## config.mk

```make
export PLATFORM = sky130hd
export DESIGN_NAME = sertx_top
export DESIGN_NICKNAME = d
export VERILOG_FILES = /design/src/rtl/sertx_pkg.sv /design/src/rtl/sertx_hold.sv /design/src/rtl/sertx_shift.sv /design/src/rtl/sertx_top.sv
export SDC_FILE = /design/constraint.sdc
export NUM_CORES = 1
export LEC_CHECK = 0
export ABC_AREA = 0
export BUFFER_PORTS_ARGS = -buffer_cell sky130_fd_sc_hd__buf_2
export CAP_MARGIN = 15
export CELL_PAD_IN_SITES_DETAIL_PLACEMENT = 1
export CELL_PAD_IN_SITES_GLOBAL_PLACEMENT = 1
export CORE_UTILIZATION = 42
export CTS_CLUSTER_SIZE = 12
export DETAILED_ROUTE_END_ITERATION = 6
export PLACE_DENSITY_LB_ADDON = 0.1
export SLEW_MARGIN = 15
export SYNTH_ARGS = -nofsm -noshare
export SYNTH_HDL_FRONTEND = slang
export SYNTH_SLANG_ARGS = --single-unit
export TNS_END_PERCENT = 1
```

## constraint.sdc

```tcl
create_clock -name clk -period 2.2 [get_ports clk]
set_clock_uncertainty 0.2 [all_clocks]
set_input_delay 0 -clock clk [delete_from_list [all_inputs] [get_ports clk]]
set_output_delay 0 -clock clk [all_outputs]
set_load 0.005 [all_outputs]
```

## src/rtl/sertx_pkg.sv

```systemverilog
package sertx_pkg;
    localparam int DATA_W  = 9;
    localparam int FRAME_W = DATA_W + 2;
    localparam int CNT_W   = $clog2(FRAME_W);

    typedef enum logic [1:0] {
        ST_IDLE  = 2'd0,
        ST_FRAME = 2'd1,
        ST_PRE   = 2'd2
    } tx_state_e;

    function automatic logic [CNT_W-1:0] frame_last(input logic nine);
        return nine ? CNT_W'(FRAME_W - 1) : CNT_W'(FRAME_W - 2);
    endfunction

    function automatic logic [FRAME_W-1:0] pack_frame(input logic [DATA_W-1:0] d,
                                                      input logic nine);
        return {1'b1, (nine ? d[DATA_W-1] : 1'b1), d[DATA_W-2:0], 1'b0};
    endfunction
endpackage

```

## src/rtl/sertx_hold.sv

```systemverilog
module sertx_hold
    import sertx_pkg::*;
(
    input  logic              clk,
    input  logic              rst,
    input  logic              data_we,
    input  logic [DATA_W-1:0] data_in,
    input  logic              load_pulse,
    output logic              hold_full,
    output logic [DATA_W-1:0] hold_data
);
    always_ff @(posedge clk) begin
        if (rst) begin
            hold_full <= 1'b0;
            hold_data <= '0;
        end else if (data_we) begin
            hold_full <= 1'b1;
            hold_data <= data_in;
        end else if (load_pulse) begin
            hold_full <= 1'b0;
        end
    end

    p_no_copy_empty_r3: assert property (@(posedge clk) disable iff (rst)
        load_pulse |-> hold_full);
endmodule

```

## src/rtl/sertx_shift.sv

```systemverilog
module sertx_shift
    import sertx_pkg::*;
(
    input  logic              clk,
    input  logic              rst,
    input  logic              baud_tick,
    input  logic              tx_en,
    input  logic              nine_bit,
    input  logic              hold_full,
    input  logic [DATA_W-1:0] hold_data,
    output logic              txd,
    output logic              busy,
    output logic              load_pulse
);
    tx_state_e          st;
    logic [FRAME_W-1:0] shreg;
    logic [CNT_W-1:0]   idx;
    logic [CNT_W-1:0]   last;
    logic               pend;
    logic               at_last;
    logic               can_load;

    always_comb begin
        last     = frame_last(nine_bit);
        at_last  = (idx == last);
        can_load = tx_en && hold_full;
        load_pulse = baud_tick && can_load &&
                     ((st == ST_IDLE) ||
                      (st == ST_FRAME && at_last && !pend) ||
                      (st == ST_PRE && at_last));
    end

    always_ff @(posedge clk) begin
        if (rst) begin
            st    <= ST_IDLE;
            shreg <= '1;
            idx   <= '0;
            pend  <= 1'b0;
        end else begin
            if (st == ST_FRAME && !tx_en) pend <= 1'b1;
            if (load_pulse) begin
                st    <= ST_FRAME;
                shreg <= pack_frame(hold_data, nine_bit);
                idx   <= '0;
                pend  <= 1'b0;
            end else if (baud_tick) begin
                case (st)
                    ST_FRAME: begin
                        if (at_last) begin
                            shreg <= '1;
                            idx   <= '0;
                            pend  <= 1'b0;
                            st    <= (tx_en && pend) ? ST_PRE : ST_IDLE;
                        end else begin
                            shreg <= {1'b1, shreg[FRAME_W-1:1]};
                            idx   <= idx + CNT_W'(1);
                        end
                    end
                    ST_PRE: begin
                        if (at_last) begin
                            st  <= ST_IDLE;
                            idx <= '0;
                        end else begin
                            idx <= idx + CNT_W'(1);
                        end
                    end
                    default: ;
                endcase
            end
        end
    end

    assign txd  = shreg[0];
    assign busy = (st != ST_IDLE);

    p_stop_high_r2: assert property (@(posedge clk) disable iff (rst)
        (st == ST_FRAME && at_last) |-> txd);
    p_pre_high_r5: assert property (@(posedge clk) disable iff (rst)
        (st == ST_PRE) |-> txd);
    p_idle_high_r6: assert property (@(posedge clk) disable iff (rst)
        (st == ST_IDLE) |-> txd);
    p_start_low_r2: assert property (@(posedge clk) disable iff (rst)
        load_pulse |=> !txd);
    p_no_start_disabled_r10: assert property (@(posedge clk) disable iff (rst)
        load_pulse |-> tx_en);
endmodule

```

## src/rtl/sertx_top.sv

```systemverilog
module sertx_top
    import sertx_pkg::*;
(
    input  logic              clk,
    input  logic              rst,
    input  logic              baud_tick,
    input  logic              tx_en,
    input  logic              nine_bit,
    input  logic              irq_en_empty,
    input  logic              irq_en_done,
    input  logic              data_we,
    input  logic [DATA_W-1:0] data_in,
    output logic              txd,
    output logic              pin_own,
    output logic              tdre,
    output logic              tc,
    output logic              irq_empty,
    output logic              irq_done
);
    logic              hold_full;
    logic [DATA_W-1:0] hold_data;
    logic              busy;
    logic              load_pulse;

    sertx_hold u_hold (
        .clk        (clk),
        .rst        (rst),
        .data_we    (data_we),
        .data_in    (data_in),
        .load_pulse (load_pulse),
        .hold_full  (hold_full),
        .hold_data  (hold_data)
    );

    sertx_shift u_shift (
        .clk        (clk),
        .rst        (rst),
        .baud_tick  (baud_tick),
        .tx_en      (tx_en),
        .nine_bit   (nine_bit),
        .hold_full  (hold_full),
        .hold_data  (hold_data),
        .txd        (txd),
        .busy       (busy),
        .load_pulse (load_pulse)
    );

    always_comb begin
        tdre      = !hold_full;
        tc        = !busy && (!hold_full || !tx_en);
        pin_own   = tx_en || busy;
        irq_empty = tdre && irq_en_empty;
        irq_done  = tc && irq_en_done;
    end

    p_copy_empties_r3: assert property (@(posedge clk) disable iff (rst)
        (load_pulse && !data_we) |=> tdre);
    p_write_fills_r3: assert property (@(posedge clk) disable iff (rst)
        data_we |=> !tdre);
    p_done_quiet_r7: assert property (@(posedge clk) disable iff (rst)
        tc |-> txd);
    p_release_quiet_r8: assert property (@(posedge clk) disable iff (rst)
        !pin_own |-> txd);
    p_irq_gate_r9: assert property (@(posedge clk) disable iff (rst)
        $rose(irq_empty) |-> irq_en_empty);
endmodule

```

# Yosys cells after proc, flatten, opt, wreduce, memory -nomap -nowiden
# Cells that the tools add are included.
[classes] n_addsub=1 multipliers=0 div=0 n_lt_le_gt_ge=0 eq_ne=7 shift=0 muxes=19 bitwise_logic=0 n_reduce_logical=33
[op_table] operator="10-bit 2-to-1 mux" count=4
[op_table] operator="1-bit logical AND" count=11
[op_table] operator="2-bit nonzero test" count=5
[op_table] operator="1-bit 2-to-1 mux" count=9
[op_table] operator="2-bit 2-to-1 mux" count=4
[op_table] operator="4-bit AND reduction" count=2
[op_table] operator="3-bit by 2-bit != test with 1-bit output, second input constant" count=2
[op_table] operator="2-bit AND reduction" count=3
[op_table] operator="4-bit by 1-bit adder with 4-bit output, second input constant" count=1
[op_table] operator="4-bit equality test" count=1
[op_table] operator="1-bit zero test" count=4
[op_table] operator="1-bit logical OR" count=4
[op_table] operator="4-bit 2-to-1 mux" count=1
[op_table] operator="2-bit by 1-bit != test with 1-bit output, second input constant" count=2
[op_table] operator="2-bit one-hot mux with 2 select lines" count=1
[op_table] operator="2-bit OR reduction" count=2
[op_table] operator="3-bit nonzero test" count=1
[op_table] operator="2-bit by 1-bit equality test with 1-bit output, second input constant" count=1
[op_table] operator="2-bit equality test, second input constant" count=1
[op_table] operator="2-bit zero test" count=1
[totals] regBits=28 latch_bits=0 ramBits=0 mem_bits_ro=0 in_bits=17 out_inout_bits=6 word_cells=68 memories=0

# Logic depth before layout (Yosys ltp)
# Gate-level depths: netlist of run 1.
[depth] depth_word=9 ltp_mapped=8 depth_no_buf=6

# Modules after synthesis
# A second synthesis of run 1 with hierarchy kept.
[unflattened] hier_cells=150 area_unflattened_um2=1381.3
[by_module_without_submodules] module="sertx_shift" n_inst=1 cells_per_inst=112 area_per_inst_um2=992.2 seq_area_each_um2=340.3
[by_module_without_submodules] module="sertx_hold" n_inst=1 cells_per_inst=33 area_per_inst_um2=355.3 seq_area_each_um2=200.2
[by_module_without_submodules] module="sertx_top" n_inst=1 cells_per_inst=5 area_per_inst_um2=33.8 seq_area_each_um2=0.0

# Worst setup path before layout of run 1
# Ideal clock, no wire load.
[synth_path] path_type="reg-to-reg" startpoint="register u_shift.st[1]" endpoint="register u_shift.shreg[7]" t_arrival_ns=1.707 required_time_ns=1.875 setup_slack_ns=0.169 stages_incl_launch_ff=9 path_buffers=2 period_less_slack_ns=2.031 path_cell_list="dfxtp_1 -> inv_1 -> ha_1 -> and2_1 -> clkbuf_1 -> buf_2 -> mux2_2 -> a211oi_1 -> mux2i_1"
[synth_between] elab_chain_len=8 word_cells_on_any_way=13 cone_classes="eq/ne: 2; mux: 1; reduce/logical: 10"
[synth_rtl] element="start, declared" line_no="sertx_shift.sv:15" rtl="tx_state_e st;"
[synth_rtl] element="start signal, assigned" line_no="sertx_shift.sv:53" rtl="st <= (tx_en && pend) ? ST_PRE : ST_IDLE;"
[synth_rtl] element="2-bit by 1-bit equality test with 1-bit output" line_no="sertx_shift.sv:29, sertx_shift.sv:47"
[synth_rtl] element="1-bit logical AND (2 in series)" line_no="sertx_shift.sv:29" rtl="(st == ST_FRAME && at_last && !pend) ||"
[synth_rtl] element="1-bit logical OR" line_no="sertx_shift.sv:28" rtl="((st == ST_IDLE) ||"
[synth_rtl] element="1-bit logical OR" line_no="sertx_shift.sv:29"
[synth_rtl] element="1-bit logical AND" line_no="sertx_shift.sv:27" rtl="load_pulse = baud_tick && can_load &&"
[synth_rtl] element="2-bit nonzero test (no line)"
[synth_rtl] element="2-bit AND reduction (no line)"
[synth_rtl] element="end signal, assigned" line_no="sertx_shift.sv:43" rtl="shreg <= pack_frame(hold_data, nine_bit);"
[synth_rtl] element="end signal, assigned" line_no="sertx_shift.sv:55" rtl="shreg <= {1'b1, shreg[FRAME_W-1:1]};"
[synth_rtl] element="end, declared" line_no="sertx_shift.sv:16" rtl="logic [FRAME_W-1:0] shreg;"
# Parallel ways exist; a longest one is shown, timed or not.
# A chain may end at the register's enable or synchronous reset.

==> flow_summary.json, run 1 <==
{
  "cts_setup_buffers": 0,
  "most_frequent_cells_in_the_layout": "dlygate4sd3_1 (32), dfxtp_1 (27), buf_2 (21)",
  "peakVddDrop_v": 0.0003170,
  "dp_hpwl_um": 2738,
  "dieArea_sq_mm": 0.003649,
  "antenna_violating_nets_post_route": 0,
  "grt_setup_unrepaired": "yes",
  "critical_path.cell_chain": "dlygate4sd3_1 > buf_6 > mux2i_1 > dlygate4sd3_1 > nor2_1 > dlygate4sd3_1",
  "crit_arrival_ns": 2.19,
  "combined_area_of_the_multi_input_logic_cells_sq_um": 829.5,
  "hold_depth": 3,
  "clkLatencyLatePin_ns": 0.33,
  "avgSynthCellArea_sq_um": 9.067,
  "drv.max_cap_violation_count": 0,
  "drt-vias-per-instance": 5.422,
  "critPathMaxFanout": 10,
  "detailedRoute.firstPassIterationCount": 4,
  "hold_start": "irq_en_done",
  "total_power_mw": 0.9523,
  "crit_path_kind": "primary input to flip-flop",
  "number_of_antenna_violations_at_the_first_check_in_global_routing": 0,
  "gp_routability_congestion": 0.8349,
  "timing.critical_path.slowest_stage_cell": "dlygate4sd3_1",
  "cts_tree": "built",
  "max-clock-path-buffers": 2,
  "timing.fmax_mhz": 463.5,
  "mostFrequentLayoutCell": "dlygate4sd3_1",
  "ff2ff_setup_slack_ns": 0.17,
  "basic_gate_share_of_the_synthesized_area_counting_and_or_nand_and_nor_cells_pct": 18.95,
  "post-route-cell-area_sq_mm": 0.001972,
  "outcome": "completed",
  "number_of_buffers_inserted_during_clock_tree_synthesis": 3,
  "first_global_vias": 1518,
  "wl_per_cell_um": 17.38,
  "rows": 20,
  "dpl-instance-area_sq_mm": 0.001613,
  "place.port_buffers": 22,
  "multiplexer_share_of_the_synthesized_area_pct": 15.90,
  "hold_path_class": "primary input to primary output",
  "p_leak_nw": 0.7735,
  "parity_gate_share_of_the_synthesized_area_counting_xor_and_xnor_cells_pct": 0,
  "seqCellArea_sq_um": 540.5,
  "num_io_pins": 23,
  "setup_viol_count_final": 0,
  "relSlewSlack_pct": 62.35,
  "grt_max_degree": 31,
  "starting_utilization_of_the_core_area_pct": 45.44,
  "ys_ff_latch": 27,
  "fillCellCount": 374,
  "max_stage_delay_ns": 0.60,
  "synthDistinctLibCells": 42,
  "final.period_utilization_pct": 98.06,
  "grt_pass1_wl_um": 7162,
  "power_density_mw_per_mm2": 483.0,
  "post_synth_inst_count": 158,
  "core_region_area_sq_mm": 0.003153,
  "n_antenna_cell": 0,
  "report.final.slew_viol_count": 0,
  "global_route.usage.total_pct": 27.26,
  "post-route-drc-count": 0,
  "report.final.hold_viol_count": 0,
  "drt_iter0_markers": 78,
  "nets": 236,
  "setup_tns_ns": 0,
  "cts-root-buf": "clkbuf_4",
  "route.final.wire_length_um": 4485,
  "synth.yosys.warnings": 0,
  "htree_num_levels": 1,
  "die_height_um": 60.41,
  "utilization_pct": 62.54,
  "r2r_cells": 4,
  "num_vias": 1399,
  "ys_seq_area_share_pct": 37.73,
  "post_synth_adder_cell_area_pct": 3.493,
  "synthToLayoutAreaGrowth_pct": 37.64,
  "final_period_minus_worst_setup_slack_ns": 2.157,
  "worst-endpoint-required_ns": 2.23,
  "synth_nets": 179,
  "synth-compound-area-share_pct": 19.13,
  "path_common_cell": "dlygate4sd3_1",
  "critical_path.reg2reg.endpoint": "u_hold.hold_data[4]",
  "grt_overflow": 0,
  "holdPathEnd": "irq_done",
  "fp.dieW_um": 60.41,
  "dominant_combinational_cell_family_by_area_after_synthesis": "compound AO/OA/AOI/OAI gates",
  "drive_gt1_share_pct": 21.03,
  "rr_startpoint": "u_hold.hold_data[4]",
  "timing_worst_slew_pin_value_ns": 0.5648,
  "clkTransAtPathRegs_ns": 0.14,
  "crit_path_end_kind": "flip-flop",
  "number_of_sinks_handled_by_clock_tree_synthesis": 27,
  "syn_area_sq_mm": 0.001433,
  "startpoint_type": "primary input"
}
## state kept, by name, summed over array words and instances, names as in the netlist
signal            count
u_hold.hold_data      9
u_hold.hold_full      1
u_shift.idx           4
u_shift.pend          1
u_shift.shreg        10
u_shift.st            2
## how the worst max path moves through the flow
stage | startpoint | end | cells after the start
finish | data_we | u_hold.hold_data[4] | 6
global route | data_we | u_hold.hold_data[4] | 6
CTS | data_we | u_hold.hold_data[4] | 6
detailed placement | u_shift.st[1] | u_shift.pend | 7
global placement | u_shift.st[1] | u_shift.shreg[4] | 6
floorplan | u_shift.st[1] | u_shift.shreg[7] | 8
## power by group
| group | internal (mW) | switching [mW] |
|---|---|---|
| Sequential | 0.515 | 0.0169 |
| Clock | 0.0712 | 0.152 |
| Combinational | 0.111 | 0.0870 |
## final cells by class
cell class / count / share of cell area (%)
repair buffers: 60 / 25.06
multi-input cells: 116 / 42.07
clock buffers: 4 / 1.332
flip-flops and latches: 27 / 27.41
inverters: 7 / 1.332
well taps: 44 / 2.792
## Yosys cell counts
cell	n	area, sq um
dfxtp_1	27	540.5
nor2_1	20	75.07
mux2i_1	16	160.2
a211oi_1	9	67.56
nand2_1	9	33.78
inv_1	7	26.28
mux2_2	6	67.56
o21ai_0	6	30.03
clkbuf_1	5	18.77
ha_1	4	50.05
a31oi_1	3	18.77
and3_1	3	18.77
nand3_1	3	15.01
nand4_1	3	18.77
nor2b_1	3	18.77
a21oi_1	2	10.01
and2_1	2	12.51
nand2b_1	2	12.51
nor3_1	2	10.01
o2111ai_1	2	17.52
o221ai_1	2	17.52
o31ai_1	2	15.01
a2111oi_0	1	8.760
a21bo_4	1	16.27
a21boi_0	1	7.510
a21boi_1	1	7.510
a21oi_2	1	8.760
and3b_1	1	8.760
buf_2	1	5.000
buf_4	1	7.510
buf_6	1	11.26
nand3b_1	1	7.510
nor3b_1	1	7.510
nor4b_1	1	8.760
o21ai_4	1	16.27
o21ba_2	1	10.01
o21bai_1	1	7.510
o22ai_1	1	6.260
o31a_1	1	8.760
or2_2	1	6.260
or3_1	1	6.260
or3b_4	1	11.26
## metal layers
layer | track usage, % | up-vias | wire (um)
met1 | 30.76 | 658 | 1960
met3 | 3.838 | 17 | 135
met2 | 48.98 | 37 | 2230
li1 | - | 687 | -
met4 | 15.28 | 0 | 159
met5 | 0 | - | 0
## logic make-up after synthesis
group,after synthesis
and+or+nand+nor,54
AOI/OAI and AO/OA,36
DFF,27
muxes,22
buffers and inverters,15
adders and majority gates,4
## critical path, delay by kind of cell
family | cells | cell delay (ns)
muxes | 1 | 0.22
and+or+nand+nor | 1 | 0.06
buffers and inverters | 4 | 1.90
## timing repair
item / CTS / global route
resized for setup: 0 / 6
hold buffers: 32 / 0
endpoints found under the setup margin: 0 / 12
hold endpoints to repair: 18 / 0
## through the flow
| step | instances | setup WS [ns] | hold slack [ns] |
|---|---|---|---|
| CTS | 258 | 0.01665 | 0.1056 |
| global placement | 222 | 0.2346 | 0.03258 |
| detailed placement | 222 | 0.1275 | 0.04710 |
| finish | 258 | 0.04260 | 0.1030 |
| global route | 258 | 0.0007880 | 0.1524 |
| floorplan | 158 | 0.1686 | -0.09733 |
(Power assumes the default switching activity.)
==> run 2: changes to the inputs <==
Settings changed: CORE_MARGIN from default to 4, SKIP_LAST_GASP from default to 1.
==> run 2 against run 1 <==
- the run now ends with setup timing left
- via count is 1.3% lower
- design area fell by 0.44%
- first-iteration DRC count rose by 26%
- utilization is 0.28 points lower
- non-clock buffer count unchanged
- sequential power about the same
- global-route usage down 5.6 points
- clock power is essentially flat
- sequential share of layout area increased by 0.12 points
- highest routed layer unchanged
- maximum frequency decreased by 3.7%
- clock-buffer cell count is the same
- flip-flop and latch count unchanged
==> flow_summary.json, run 2 (synthesis gave the netlist of run 1 again) <==
{
  "drive_gt1_share_pct": 20.56,
  "cts_tree": "built",
  "dieArea_sq_mm": 0.004410,
  "holdPathEnd": "irq_empty",
  "path_common_cell": "dlygate4sd3_1",
  "post-route-drc-count": 0,
  "max-clock-path-buffers": 2,
  "violations": "setup timing",
  "rr_startpoint": "u_shift.st[1]",
  "first_global_vias": 1445,
  "dp_hpwl_um": 2662,
  "crit_path_kind": "primary input to flip-flop",
  "timing.critical_path.slowest_stage_cell": "dlygate4sd3_1",
  "critical_path.cell_chain": "dlygate4sd3_1 > clkbuf_4 > mux2i_1 > dlygate4sd3_1 > nor2_1 > dlygate4sd3_1",
  "core_region_area_sq_mm": 0.003153,
  "clkTransAtPathRegs_ns": 0.14,
  "global_route.usage.total_pct": 21.68,
  "critical_path.reg2reg.endpoint": "u_shift.pend",
  "number_of_buffers_inserted_during_clock_tree_synthesis": 3,
  "timing.fmax_mhz": 446.4,
  "synthToLayoutAreaGrowth_pct": 37.03,
  "critPathMaxFanout": 10,
  "final_period_minus_worst_setup_slack_ns": 2.240,
  "detailroute.wirelength.met3_um": 158,
  "number_of_sinks_handled_by_clock_tree_synthesis": 27,
  "flip_flop_count_of_the_largest_register_all_copies_and_words_added": 10,
  "worst-endpoint-required_ns": 2.23,
  "antenna_violating_nets_post_route": 0,
  "startpoint_type": "primary input",
  "setup_viol_count_final": 1,
  "hold_start": "irq_en_empty",
  "mostFrequentLayoutCell": "dlygate4sd3_1",
  "post-place-ws_ns": 0.1013,
  "n_antenna_cell": 0,
  "r2r_cells": 7,
  "dpl-instance-area_sq_mm": 0.001613,
  "ff2ff_setup_slack_ns": 0.12,
  "gp_routability_congestion": 0.8319,
  "drt-vias-per-instance": 5.353,
  "num_vias": 1381,
  "crit_arrival_ns": 2.27,
  "critPathBufInv": 4,
  "max_stage_delay_ns": 0.59,
  "grt_max_degree": 31,
  "die_height_um": 66.41,
  "post-route-cell-area_sq_mm": 0.001963,
  "power_density_mw_per_mm2": 481.3,
  "final.period_utilization_pct": 101.8,
  "num_io_pins": 23,
  "combined_area_of_the_multi_input_logic_cells_sq_um": 824.5,
  "nets": 236,
  "drt_iter0_markers": 98,
  "starting_utilization_of_the_core_area_pct": 45.44,
  "layout.cells.non_filler": 258,
  "cts_setup_buffers": 0,
  "fp.dieW_um": 66.41,
  "seqCellArea_sq_um": 540.5,
  "grt_setup_unrepaired": "yes",
  "wl_per_cell_um": 16.57,
  "grt_pass1_wl_um": 7210,
  "route.top_layer_used": "met4",
  "outcome": "complete, but fails checks",
  "cts-root-buf": "clkbuf_4",
  "dp.cells": 222,
  "place.port_buffers": 22,
  "detailedRoute.firstPassIterationCount": 4,
  "hold_path_class": "primary input to primary output",
  "biggestRegsByFlops": "u_shift.shreg (10), u_hold.hold_data (9), u_shift.idx (4)",
  "htree_num_levels": 1,
  "timing_worst_slew_pin_value_ns": 0.5355,
  "drt-met1-wl_um": 1856,
  "setup_slack_of_the_critical_path_after_layout_ns": -0.04010,
  "p_leak_nw": 0.7789,
  "grt_overflow": 0,
  "report.final.hold_viol_count": 0,
  "fillCellCount": 382,
  "hold_depth": 3,
  "drv.max_cap_violation_count": 0,
  "dr_wl_met2_um": 2245,
  "largest_register": "u_shift.shreg",
  "relSlewSlack_pct": 64.30,
  "report.final.slew_viol_count": 0,
  "rows": 20,
  "route.final.wire_length_um": 4276,
  "cp_top_family": "buffers and inverters",
  "crit_path_end_kind": "flip-flop",
  "peakVddDrop_v": 0.0003657,
  "clkLatencyLatePin_ns": 0.32,
  "most_frequent_cells_in_the_layout": "dlygate4sd3_1 (32), dfxtp_1 (27), buf_2 (21)",
  "number_of_antenna_violations_at_the_first_check_in_global_routing": 0
}
==> run 2: timing repair <==
| action | in CTS | in global routing |
|---|---|---|
| hold buffers | 32 | 0 |
| endpoints found under the hold margin | 18 | 0 |
| gates resized for setup | 0 | 2 |
| endpoints found under the setup margin | 0 | 15 |
==> run 2: how the worst max path moves through the flow <==
stage | startpoint | to | slack (ns) | cells past startpoint
after floorplan | u_shift.st[1] | u_shift.shreg[7] | 0.17 | 8
after global placement | u_shift.st[1] | u_shift.shreg[4] | 0.24 | 6
after detailed placement | u_shift.st[1] | u_shift.shreg[7] | 0.10 | 6
after CTS | data_we | u_hold.hold_data[8] | 0.03 | 6
after global routing | data_we | u_hold.hold_data[3] | -0.09 | 6
final | data_we | u_hold.hold_data[3] | -0.04 | 6
==> run 2: layout make-up <==
class | count | area share, %
timing repair buffer | 60 | 24.98
sequential | 27 | 27.53
multi-input combinational | 116 | 42.00
clock buffer | 4 | 1.338
tap | 44 | 2.804
inverter | 7 | 1.338
==> run 2: per-stage QoR <==
| step | hold WS, ns | setup TNS [ns] | power (mW) | util, % |
|---|---|---|---|---|
| after floorplan | -0.09733 | 0 | 0.6241 | - |
| after global placement | 0.03294 | 0 | 0.6711 | 51.15 |
| after detailed placement | 0.04597 | 0 | 0.6786 | 51.15 |
| after CTS | 0.1104 | 0 | 0.9452 | 62.14 |
| after global routing | 0.1361 | -0.2393 | 0.9930 | 62.26 |
| final | 0.1133 | -0.04010 | 0.9448 | 62.26 |
==> run 2: power by group <==
| group | switching [mW] | total [mW] | leakage (nW) | internal [mW] |
|---|---|---|---|---|
| logic | 0.0843 | 0.194 | 0.543 | 0.110 |
| clock network | 0.149 | 0.220 | 0.0150 | 0.0710 |
| registers | 0.0164 | 0.531 | 0.221 | 0.515 |
| total | 0.250 | 0.945 | 0.779 | 0.695 |
==> run 2: per-layer routing <==
metal | up-vias | GRT usage [%]
met5 | - | 0
met4 | 0 | 2.792
met3 | 2 | 3.741
met2 | 27 | 40.27
met1 | 665 | 26.36
li1 | 687 | -
==> run 2: worst reg2reg max path: stages (launching register included) <==
cell,delay (ns)
dfxtp_1,0.40
inv_1,0.09
ha_1,0.24
nor2b_1,0.17
o21bai_1,0.29
o21ai_4,0.09
buf_12,0.17
a2111oi_0,0.33
==> run 3: changes to the inputs <==
Settings changed: HOLD_SLACK_MARGIN from default to 0.12.
==> run 3 against run 2 <==
- the run still ends with setup timing left
- utilization rose by 0.32 points
- non-clock buffer count rose by 1
- first-iteration DRC count fell by 20%
- die area did not move
- critical endpoint unchanged
- highest routed layer unchanged
==> flow_summary.json, run 3 (synthesis gave the netlist of run 1 again) <==
{
  "outcome": "complete, but fails checks",
  "violations": "setup timing",
  "gp_routability_congestion": 0.8319,
  "peakVddDrop_v": 0.0003678,
  "synthToLayoutAreaGrowth_pct": 37.73,
  "final_period_minus_worst_setup_slack_ns": 2.236,
  "critPathMaxFanout": 10,
  "dp_hpwl_um": 2662,
  "worst-endpoint-required_ns": 2.23,
  "drt_iter0_markers": 78,
  "mostFrequentLayoutCell": "dlygate4sd3_1",
  "report.final.hold_viol_count": 0,
  "utilization_pct": 62.58,
  "cts-root-buf": "clkbuf_4",
  "die_height_um": 66.41,
  "cts_setup_buffers": 0,
  "core_region_area_sq_mm": 0.003153,
  "startpoint_type": "primary input",
  "first_global_vias": 1443,
  "largest_register": "u_shift.shreg",
  "max-clock-path-buffers": 2,
  "cts_tree": "built",
  "grt_pass1_wl_um": 7224,
  "num_vias": 1387,
  "number_of_buffers_inserted_during_clock_tree_synthesis": 3,
  "crit_path_kind": "primary input to flip-flop",
  "most_frequent_cells_in_the_layout": "dlygate4sd3_1 (33), dfxtp_1 (27), buf_2 (21)",
  "report.final.slew_viol_count": 0,
  "dieArea_sq_mm": 0.004410,
  "number_of_sinks_handled_by_clock_tree_synthesis": 27,
  "wl_per_cell_um": 16.64,
  "clkLatencyLatePin_ns": 0.33,
  "power_density_mw_per_mm2": 480.6,
  "clkTransAtPathRegs_ns": 0.14,
  "nets": 237,
  "hold-worst-slack_ns": 0.1369,
  "grt_overflow": 0,
  "timing_worst_slew_pin_value_ns": 0.5448,
  "hold_start": "irq_en_done",
  "flip_flop_count_of_the_largest_register_all_copies_and_words_added": 10,
  "drive_gt1_share_pct": 20.47,
  "hold_path_class": "primary input to primary output",
  "setup_slack_of_the_critical_path_after_layout_ns": -0.03584,
  "grt_setup_unrepaired": "yes",
  "drv.max_cap_violation_count": 0,
  "n_antenna_cell": 0,
  "place.port_buffers": 22,
  "biggestRegsByFlops": "u_shift.shreg (10), u_hold.hold_data (9), u_shift.idx (4)",
  "rr_startpoint": "u_shift.st[1]",
  "route.final.wire_length_um": 4310,
  "starting_utilization_of_the_core_area_pct": 45.44,
  "setup_viol_count_final": 1,
  "post-route-drc-count": 0,
  "rows": 20,
  "antenna_violating_nets_post_route": 0,
  "grt_max_degree": 31,
  "p_leak_nw": 0.7831,
  "num_io_pins": 23,
  "crit_path_end_kind": "flip-flop",
  "critical_path.startpoint": "data_we",
  "drt-vias-per-instance": 5.355,
  "total_power_mw": 0.9482,
  "detailedRoute.firstPassIterationCount": 5,
  "htree_num_levels": 1,
  "global_route.usage.total_pct": 21.75,
  "timing.fmax_mhz": 447.3,
  "crit_arrival_ns": 2.26,
  "number_of_antenna_violations_at_the_first_check_in_global_routing": 0,
  "relSlewSlack_pct": 63.68,
  "fp.dieW_um": 66.41,
  "final.period_utilization_pct": 101.6
}
-- run 3: cell count changes in the layout (fill, tap and decap cells not counted), sizes merged --
cell / before / now
dlygate4sd3: 32 / 33
-- run 3: final timing paths --
check / cells past startpoint / slack [ns] / to
setup / recovery: 6 / -0.04 / u_hold.hold_data[3]
hold / removal: 3 / 0.14 / irq_done
setup reg to reg: 7 / 0.12 / u_shift.pend
hold reg to reg: 2 / 0.32 / u_shift.st[0]
-- run 3: final cells by class --
type | count | area [sq um]
flip-flops and latches | 27 | 540.5
multi-input cells | 116 | 824.5
clock buffers | 4 | 26.28
repair buffers | 61 | 500.5
fillers | 385 | 1180
inverters | 7 | 26.28
well taps | 44 | 55.05
-- run 3: what timing repair did --
action / in CTS / in global routing
gates resized for setup: 0 / 2
setup endpoints to repair: 0 / 16
endpoints found under the hold margin: 27 / 0
hold buffers: 33 / 0
-- run 3: stage by stage --
stage	worst slack, ns	setup TNS, ns	instances	cell area [sq um]
3_5_place_dp	0.1013	0	222	1613
2_1_floorplan	0.1686	0	158	1433
4_1_cts	0.02834	0	259	1969
5_1_grt	-0.09366	-0.2408	259	1973
3_3_place_gp	0.2385	0	222	1613
6_report	-0.03584	-0.03584	259	1973
-- run 3: critical path: stages --
cell and delay, ns:
dlygate4sd3_1 0.53, clkbuf_4 0.25, mux2i_1 0.27, dlygate4sd3_1 0.59, nor2_1 0.05, dlygate4sd3_1 0.58
-- run 3: metal layers --
metal  global-route usage (%)  part of all wire, %  routed length [um]
met1                    26.47                   44                1897
met2                    40.40                   53                2268
met3                    3.741                  3.0                 129
met4                    2.792                 0.35                  15
met5                        0                    0                   0
-- run 3: power by group --
| group | switching, mW | internal, mW |
|---|---|---|
| logic | 0.0848 | 0.111 |
| registers | 0.0164 | 0.515 |
| clock network | 0.151 | 0.0710 |
